===== src/rtl/ipi_pkg.sv =====
package ipi_pkg;

  localparam int TYPE_LSB = 16;
  localparam int TGT_LSB  = 8;
  localparam int VEC_LSB  = 0;
  localparam int TYPE_W   = 2;
  localparam int TGT_W    = 5;
  localparam int VEC_W    = 6;

  typedef enum logic [TYPE_W-1:0] {
    CMD_POST   = 2'd0,
    CMD_RESET  = 2'd1,
    CMD_HALT   = 2'd2,
    CMD_RESUME = 2'd3
  } ipi_cmd_e;

  // One decoded command. At most one of the action flags is set.
  typedef struct packed {
    logic             post;
    logic             rst;
    logic             halt;
    logic             resume;
    logic             err;
    logic [TGT_W-1:0] tgt;
    logic [VEC_W-1:0] vec;
  } ipi_dec_t;

endpackage


===== src/rtl/ipi_decode.sv =====
module ipi_decode
  import ipi_pkg::*;
#(
  parameter int               MAX_CPUS = 32,
  parameter int               CNT_W    = $clog2(MAX_CPUS + 1),
  parameter logic [VEC_W-1:0] POR_VEC  = 6'h01
) (
  input  logic             clk,
  input  logic             rst,
  input  logic             wr_en,
  input  logic [63:0]      wr_data,
  input  logic [CNT_W-1:0] cpu_count,
  output ipi_dec_t         dec
);

  localparam int CMP_W = ((CNT_W > TGT_W) ? CNT_W : TGT_W) + 1;

  ipi_cmd_e         kind;
  logic [TGT_W-1:0] tgt;
  logic [VEC_W-1:0] vec;
  logic [CMP_W-1:0] tgt_x;
  logic [CMP_W-1:0] cnt_x;
  logic [CMP_W-1:0] max_x;
  logic             present;
  logic             por_ok;
  logic             unused_bits;

  assign kind  = ipi_cmd_e'(wr_data[TYPE_LSB +: TYPE_W]);
  assign tgt   = wr_data[TGT_LSB +: TGT_W];
  assign vec   = wr_data[VEC_LSB +: VEC_W];

  // Bits outside the three fields are ignored.
  assign unused_bits = ^{wr_data[63:18], wr_data[15:13], wr_data[7:6]};

  assign tgt_x   = CMP_W'(tgt);
  assign cnt_x   = CMP_W'(cpu_count);
  assign max_x   = CMP_W'(MAX_CPUS);
  assign present = (tgt_x < cnt_x) && (tgt_x < max_x);
  assign por_ok  = (vec == POR_VEC);

  always_comb begin
    dec     = '0;
    dec.tgt = tgt;
    dec.vec = vec;
    if (wr_en && present) begin
      unique case (kind)
        CMD_POST:   dec.post   = 1'b1;
        CMD_RESET: begin
          dec.rst = por_ok;
          dec.err = !por_ok;
        end
        CMD_HALT:   dec.halt   = 1'b1;
        CMD_RESUME: dec.resume = 1'b1;
        default:    dec        = '0;
      endcase
    end
  end

  AST_DEC_RANGE: assert property (@(posedge clk) disable iff (rst)
    (dec.post || dec.rst || dec.halt || dec.resume || dec.err) |-> (CMP_W'(dec.tgt) < CMP_W'(cpu_count)));
  AST_DEC_POR: assert property (@(posedge clk) disable iff (rst)
    dec.rst |-> (wr_data[VEC_LSB +: VEC_W] == POR_VEC));
  AST_DEC_ERR: assert property (@(posedge clk) disable iff (rst)
    dec.err |-> (wr_data[TYPE_LSB +: TYPE_W] == 2'd1));
  AST_DEC_SINGLE: assert property (@(posedge clk) disable iff (rst)
    $countones({dec.post, dec.rst, dec.halt, dec.resume, dec.err}) <= 1);

endmodule


===== src/rtl/ipi_pulse_gen.sv =====
module ipi_pulse_gen
  import ipi_pkg::*;
#(
  parameter int MAX_CPUS = 32
) (
  input  logic                clk,
  input  logic                rst,
  input  ipi_dec_t            dec,
  output logic                post_valid,
  output logic [TGT_W-1:0]    post_cpu,
  output logic [VEC_W-1:0]    post_vec,
  output logic [MAX_CPUS-1:0] reset_req,
  output logic [MAX_CPUS-1:0] halt_req,
  output logic [MAX_CPUS-1:0] resume_req,
  output logic                cmd_error
);

  logic [MAX_CPUS-1:0] sel;

  for (genvar g = 0; g < MAX_CPUS; g++) begin : g_sel
    assign sel[g] = (32'(dec.tgt) == g);

    always_ff @(posedge clk) begin
      if (rst) begin
        reset_req[g]  <= 1'b0;
        halt_req[g]   <= 1'b0;
        resume_req[g] <= 1'b0;
      end else begin
        reset_req[g]  <= dec.rst    && sel[g];
        halt_req[g]   <= dec.halt   && sel[g];
        resume_req[g] <= dec.resume && sel[g];
      end
    end
  end

  always_ff @(posedge clk) begin
    if (rst) begin
      post_valid <= 1'b0;
      post_cpu   <= '0;
      post_vec   <= '0;
      cmd_error  <= 1'b0;
    end else begin
      post_valid <= dec.post;
      post_cpu   <= dec.post ? dec.tgt : '0;
      post_vec   <= dec.post ? dec.vec : '0;
      cmd_error  <= dec.err;
    end
  end

  AST_ONEHOT_RESET: assert property (@(posedge clk) disable iff (rst)
    $onehot0(reset_req));
  AST_ONEHOT_HALT: assert property (@(posedge clk) disable iff (rst)
    $onehot0(halt_req));
  AST_ONEHOT_RESUME: assert property (@(posedge clk) disable iff (rst)
    $onehot0(resume_req));
  AST_ONE_ACTION: assert property (@(posedge clk) disable iff (rst)
    $countones({post_valid, |reset_req, |halt_req, |resume_req, cmd_error}) <= 1);
  AST_QUIET_AFTER_IDLE: assert property (@(posedge clk) disable iff (rst)
    !(dec.post || dec.rst || dec.halt || dec.resume || dec.err)
      |=> !post_valid && !cmd_error && (reset_req == '0) && (halt_req == '0) && (resume_req == '0));
  AST_POST_FIELDS: assert property (@(posedge clk) disable iff (rst)
    !post_valid |-> (post_cpu == '0) && (post_vec == '0));

endmodule


===== src/rtl/ipi_halt_track.sv =====
module ipi_halt_track
  import ipi_pkg::*;
#(
  parameter int MAX_CPUS = 32
) (
  input  logic                clk,
  input  logic                rst,
  input  ipi_dec_t            dec,
  output logic [MAX_CPUS-1:0] halted
);

  for (genvar g = 0; g < MAX_CPUS; g++) begin : g_flag
    logic hit;
    assign hit = (32'(dec.tgt) == g);

    always_ff @(posedge clk) begin
      if (rst) begin
        halted[g] <= 1'b0;
      end else if (hit && dec.halt) begin
        halted[g] <= 1'b1;
      end else if (hit && (dec.rst || dec.resume)) begin
        halted[g] <= 1'b0;
      end
    end
  end

  AST_HALT_SETS: assert property (@(posedge clk) disable iff (rst)
    dec.halt |=> halted[$past(dec.tgt)]);
  AST_WAKE_CLEARS: assert property (@(posedge clk) disable iff (rst)
    (dec.rst || dec.resume) |=> !halted[$past(dec.tgt)]);
  AST_HALT_KEEP: assert property (@(posedge clk) disable iff (rst)
    !(dec.rst || dec.halt || dec.resume) |=> $stable(halted));

endmodule


===== src/rtl/ipi_dispatch.sv =====
module ipi_dispatch
  import ipi_pkg::*;
#(
  parameter int               MAX_CPUS = 32,
  parameter int               CNT_W    = $clog2(MAX_CPUS + 1),
  parameter logic [VEC_W-1:0] POR_VEC  = 6'h01
) (
  input  logic                clk,
  input  logic                rst,
  input  logic                wr_en,
  input  logic [63:0]         wr_data,
  input  logic [CNT_W-1:0]    cpu_count,
  output logic                post_valid,
  output logic [TGT_W-1:0]    post_cpu,
  output logic [VEC_W-1:0]    post_vec,
  output logic [MAX_CPUS-1:0] reset_req,
  output logic [MAX_CPUS-1:0] halt_req,
  output logic [MAX_CPUS-1:0] resume_req,
  output logic                cmd_error,
  output logic [MAX_CPUS-1:0] halted
);

  ipi_dec_t dec;

  ipi_decode #(
    .MAX_CPUS (MAX_CPUS),
    .CNT_W    (CNT_W),
    .POR_VEC  (POR_VEC)
  ) u_decode (
    .clk       (clk),
    .rst       (rst),
    .wr_en     (wr_en),
    .wr_data   (wr_data),
    .cpu_count (cpu_count),
    .dec       (dec)
  );

  ipi_pulse_gen #(
    .MAX_CPUS (MAX_CPUS)
  ) u_pulse (
    .clk        (clk),
    .rst        (rst),
    .dec        (dec),
    .post_valid (post_valid),
    .post_cpu   (post_cpu),
    .post_vec   (post_vec),
    .reset_req  (reset_req),
    .halt_req   (halt_req),
    .resume_req (resume_req),
    .cmd_error  (cmd_error)
  );

  ipi_halt_track #(
    .MAX_CPUS (MAX_CPUS)
  ) u_halt (
    .clk    (clk),
    .rst    (rst),
    .dec    (dec),
    .halted (halted)
  );

  AST_RESET_NEEDS_POR: assert property (@(posedge clk) disable iff (rst)
    (|reset_req) |-> ($past(wr_data[VEC_LSB +: VEC_W]) == POR_VEC));
  AST_POST_IN_RANGE: assert property (@(posedge clk) disable iff (rst)
    post_valid |-> (32'(post_cpu) < 32'($past(cpu_count))));
  AST_NO_WRITE_NO_ACTION: assert property (@(posedge clk) disable iff (rst)
    !wr_en |=> !post_valid && !cmd_error && (reset_req == '0) && (halt_req == '0) && (resume_req == '0));

endmodule


===== config.mk =====
export PLATFORM = sky130hd
export DESIGN_NAME = ipi_dispatch
export DESIGN_NICKNAME = d
export VERILOG_FILES = /design/src/rtl/ipi_pkg.sv /design/src/rtl/ipi_decode.sv /design/src/rtl/ipi_pulse_gen.sv /design/src/rtl/ipi_halt_track.sv /design/src/rtl/ipi_dispatch.sv
export SDC_FILE = /design/constraint.sdc
export NUM_CORES = 1
export LEC_CHECK = 0
export BUFFER_PORTS_ARGS = -buffer_cell sky130_fd_sc_hd__buf_2
export CORE_AREA = 2 2 139 141
export CTS_BUF_LIST = sky130_fd_sc_hd__clkbuf_2 sky130_fd_sc_hd__clkbuf_4 sky130_fd_sc_hd__clkbuf_8
export DETAILED_ROUTE_END_ITERATION = 8
export DIE_AREA = 0 0 141 143
export SLEW_MARGIN = 5
export SYNTH_ARGS = -nofsm -noshare
export SYNTH_HDL_FRONTEND = slang
export SYNTH_SLANG_ARGS = --single-unit

===== constraint.sdc =====
create_clock -name clk -period 2.5 [get_ports clk]
set_input_delay 0.25 -clock clk [delete_from_list [all_inputs] [get_ports clk]]
set_output_delay 0.25 -clock clk [all_outputs]
set_load 0.005 [all_outputs]

# == Word level (Yosys, flattened, before mapping) ==
# Cells that the tools add are included.
# classes
n_lt_le_gt_ge,2
n_eq_ne,35
mux,70
bitwise,3
reduce_logical,168
# ops
cell,count
logical AND 1 bit,130
== test 5 bit (second input constant),16
2-to-1 mux 1 bit,69
nonzero test 2 bit,32
== test 5 x 4 -> 1 bit (second input constant),8
== test 5 x 3 -> 1 bit (second input constant),4
2-to-1 mux 16 bit,1
== test 5 x 2 -> 1 bit (second input constant),2
== test 6 x 1 -> 1 bit (second input constant),1
less-than comparator 5 x 6 -> 1 bit,1
less-than comparator 5 x 6 -> 1 bit (second input constant),1
== test 5 x 1 -> 1 bit (second input constant),1
logical NOT 5 bit,1
== test 2 bit (second input constant),2
NOT 1 bit,3
OR reduction 3 bit,1
== test 2 x 1 -> 1 bit (second input constant),1
logical NOT 2 bit,1
OR reduction 2 bit,1
logical NOT 1 bit,1
logical OR 1 bit,1
# totals
register_bits,141
inputBits,73
out_inout_bits,141
elab_cells,410

# == Logic depth before layout (Yosys ltp) ==
# depth
ltp_word,8
ltp_mapped,8
mapped_depth_nobuf,6

# == Modules after synthesis ==
# Synthesis repeated with hierarchy kept, for this count alone.
# unflattened
cells_unflattened,455
area_unflattened_um2,4767.1
# modules_own_cells
module,instances,cells_each,area_each_um2,seq_area_each_um2
ipi_pulse_gen,1,259,3076.7,2182.1
ipi_halt_track,1,159,1396.3,640.6
ipi_decode,1,37,294.0,0.0

# == Worst setup path after synthesis ==
# No wires, ideal clock.
# synth_timing
path_kind,input -> register
startpoint,in cpu_count[3]
endpoint,reg u_halt.halted[4]
setup_ps,146
arrival_ps,1994
setup_slack_ps,360
cell_stages,7
n_path_buf,1
cell_sequence,inv_1 ha_1 a21o_1 a2111oi_2 o2111a_1 buf_4 a221oi_1
# synth_via
elab_chain_cells,7
word_cells_on_any_way,9
# synth_lines
item,line,source
"start, declared",ipi_dispatch.sv:12,"input logic [CNT_W-1:0] cpu_count,"
less-than comparator 5 x 6 -> 1 bit *,ipi_decode.sv:38,assign present = (tgt_x < cnt_x) && (tgt_x < max_x);
logical AND 1 bit *,ipi_decode.sv:38,
logical AND 1 bit *,ipi_decode.sv:45,if (wr_en && present) begin
2-to-1 mux 16 bit *,ipi_decode.sv:45,
logical OR 1 bit,ipi_halt_track.sv:21,end else if (hit && (dec.rst || dec.resume)) begin
logical AND 1 bit,ipi_halt_track.sv:21,
nonzero test 2 bit (no source line),-,
"end signal, assigned by index",ipi_halt_track.sv:18,halted[g] <= 1'b0;
"end signal, assigned by index",ipi_halt_track.sv:20,halted[g] <= 1'b1;
"end signal, assigned by index",ipi_halt_track.sv:22,halted[g] <= 1'b0;
"end, declared",ipi_halt_track.sv:9,output logic [MAX_CPUS-1:0] halted
# Every way passes the cells marked *; elsewhere a longest branch is shown, timed or not.
# A chain may end at the register's enable or synchronous reset.

# == Final worst setup path ==
# layout_timing
startpoint,in wr_data[5]
endpoint,reg u_halt.halted[14]
# layout_via
elab_chain_cells,6
# layout_lines
item,line,source
"start, declared",ipi_dispatch.sv:11,"input logic [63:0] wr_data,"
== test 6 x 1 -> 1 bit,ipi_decode.sv:39,assign por_ok = (vec == POR_VEC);
2-to-1 mux 1 bit,ipi_decode.sv:46,unique case (kind)
2-to-1 mux 16 bit,ipi_decode.sv:45,
logical OR 1 bit,ipi_halt_track.sv:21,
logical AND 1 bit,ipi_halt_track.sv:21,
nonzero test 2 bit (no source line),-,
# Every way passes these cells.

==> metrics.txt <==
dpl hpwl=9780 um; Avg Cell Area, Syn=9.86 um2; sequential power share=53.1%; CP Class=primary input to flop; ANT cells=0; post-synth top area share=61.4%; CP Launch Point=wr_data[5]; clock share of power=41.5%; FF-to-FF Start=u_halt.halted[6]; vias in the first global route=3775; post-synthesis cell area=4600 um2; status=completed; Clock Skews=0 ps; number of synthesized register bits=141; GR Overflow Total=0; HP Class=primary input to flop; Initial Util=24.7%; Final Max Slew Viols=0; clock transition at the registers of the reported paths=90 ps; Worst-Skew Late Latency=430 ps; Yosys cell types=32; Worst EP arrival=2260 ps; deepest clock path buffer count=2; global-route wire length before repair=21700 um; CP endpoint=u_halt.halted[14]; Slowest cell on crit path=nor4b_1; CTS Root Cell=clkbuf_8; Power, Total=4.24 mW; RSZ-0062 raised after global routing=false; Int Pwr=3.14 mW; async set or reset register ratio after synthesis=0%; Post-CTS Resized=0; total clock sinks=141; CP Cell Sequence=dlygate4sd3_1 -> buf_2 -> nor4b_1 -> a21o_1 -> o2111a_1 -> buf_4 -> a221oi_1; DRT antenna net count=0; Register Area=2820 um2; IO buf count=162; synth warn=0; top post-synthesis cells by count=dfxtp_1, nor2_1, inv_1; Worst Max-Slew Pin Slew=573 ps; wire per inst=15.7 um; RR Endpoint=u_halt.halted[6]; power per cell area=675 nW/um2; fin crit share=78.5%; maxcap violations=0; CTS H-tree depth=4; total number of vias=3955; critical path's largest stage delay=540 ps; post-CTS setup buffers=0; CP max FO=16; IO Pins=214; Logic pwr share=5.4%; final wirelength=14100 um; total track usage=14.4%; global placement routability congestion=0.725; worst endpoint required time=2790 ps; Core Box Area=18600 um2; CTS Buf Count=17; FMAX=510 MHz; Remaining DRCs=0; Hold Violations, Final=0; flop-to-flop setup slack=1680 ps; drt first pass iters=4; layout cells sized above 1=35.2%; hold-fix buffer count after cts=6; post-synthesis cell count=466; Rows=50; Worst Setup Start Kind=primary input; # setup viols final=0; minimum clock period=1960 ps; top-count cell post-synth=dfxtp_1; Psw=1.10 mW; Area contributors post-synth=dfxtp_1, nor2_1, o211ai_1; Crit. End Element=flop; multi-input combinational cell area=1530 um2; filler instances=1897; Final nets=731; post-synth top area cell=dfxtp_1; Area growth syn-to-layout=36.7%; Post-synth EDFFs=0; Post-synth top flop=dfxtp_1; Pleak=2.70 nW; Sw Share=25.9%; die area=20200 um2; DR iter-0 viols=198; syn_nets=543; peak supply drop=0.284 mV; Die Wd=141 um; worst-case reg-to-reg path depth=2; die span in y=143 um; initial antenna violation count=0; largest net degree at the start of global routing=33; CTS tree=built; post-synthesis sequential area ratio=61.4%; setup TNS=0 ps; via-per-instance ratio=4.39; relative slew slack=61.3%
## cells in the final DEF (no fill, tap or decap), types with 7 or more instances in the layout
cell / Yosys / routed
buf_2: 3 / 162
dfxtp_1: 141 / 141
nor2_1: 109 / 109
inv_1: 39 / 39
nand2_1: 35 / 35
o211ai_1: 34 / 34
buf_4: 1 / 28
a221oi_1: 26 / 26
clkbuf_8: 0 / 17
and2_1: 11 / 11
nor3_1: 7 / 7
## critical path: cells and delay by family
kind | cells | cell delay (ps)
buf+inv | 3 | 900
simple gates | 1 | 540
compound gates | 3 | 540
## through the flow
stage / worst slack [ps] / util (%) / cell area [um2] / std cells / hold WS [ps]
3_5_place_dp: 321 / 31.5 / 5850 / 863 / 459
5_1_grt: 441 / 33.8 / 6280 / 901 / 102
4_1_cts: 578 / 33.8 / 6280 / 901 / 76.5
3_3_place_gp: 350 / 31.5 / 5850 / 863 / 458
6_report: 538 / 33.8 / 6280 / 901 / 113
2_1_floorplan: 360 / - / 4600 / 466 / 339
## state kept, by name, indices dropped and copies added (netlist names)
| name | count |
|---|---|
| u_pulse.post_valid | 1 |
| u_pulse.post_vec | 6 |
| u_pulse.reset_req | 32 |
| u_pulse.cmd_error | 1 |
| u_halt.halted | 32 |
| u_pulse.post_cpu | 5 |
| u_pulse.halt_req | 32 |
| u_pulse.resume_req | 32 |
## power by group through the flow
stage,combinational [mW],clock [mW],sequential (mW)
after CTS,0.231,1.82,2.25
final,0.228,1.76,2.25
after floorplan,0.117,0,2.31
after global routing,0.253,1.91,2.25
after global placement,0.222,0,2.31
after detailed placement,0.222,0,2.31
## logic make-up after synthesis
kind of cell	share of synthesized area, %
AND/OR/NAND/NOR	16.0
adder cells (fa/ha/maj)	1.09
buffers and inverters	5.88
flip-flops	61.4
AO/OA/AOI/OAI	15.7
## worst min path at each step
stage	start	slack, ps	depth (start not counted)	end
finish	wr_data[17]	110	2	u_pulse.cmd_error
global route	wr_data[17]	100	2	u_pulse.cmd_error
CTS	wr_data[17]	80	2	u_pulse.cmd_error
detailed placement	u_halt.halted[1]	460	2	u_halt.halted[1]
global placement	u_halt.halted[27]	460	2	u_halt.halted[27]
floorplan	wr_data[17]	340	1	u_pulse.cmd_error
## cell type report
| class | count | share of cell area [%] |
|---|---|---|
| inverters | 39 | 2.33 |
| flip-flops and latches | 141 | 44.9 |
| repair buffers | 198 | 17.8 |
| well taps | 234 | 4.66 |
| clock inverters | 14 | 2.15 |
| clock buffers | 18 | 3.84 |
| multi-input cells | 257 | 24.3 |
## routing by layer
metal	routed length (um)	up-vias	global-route usage [%]	part of all wire [%]
met4	74	0	4.79	0.52
met3	829	4	3.89	5.9
met1	6180	1885	18.1	44
met5	0	-	0	0
met2	7040	119	24.0	50
li1	-	1947	-	-
Note: power is estimated with default switching activity, not from simulation.
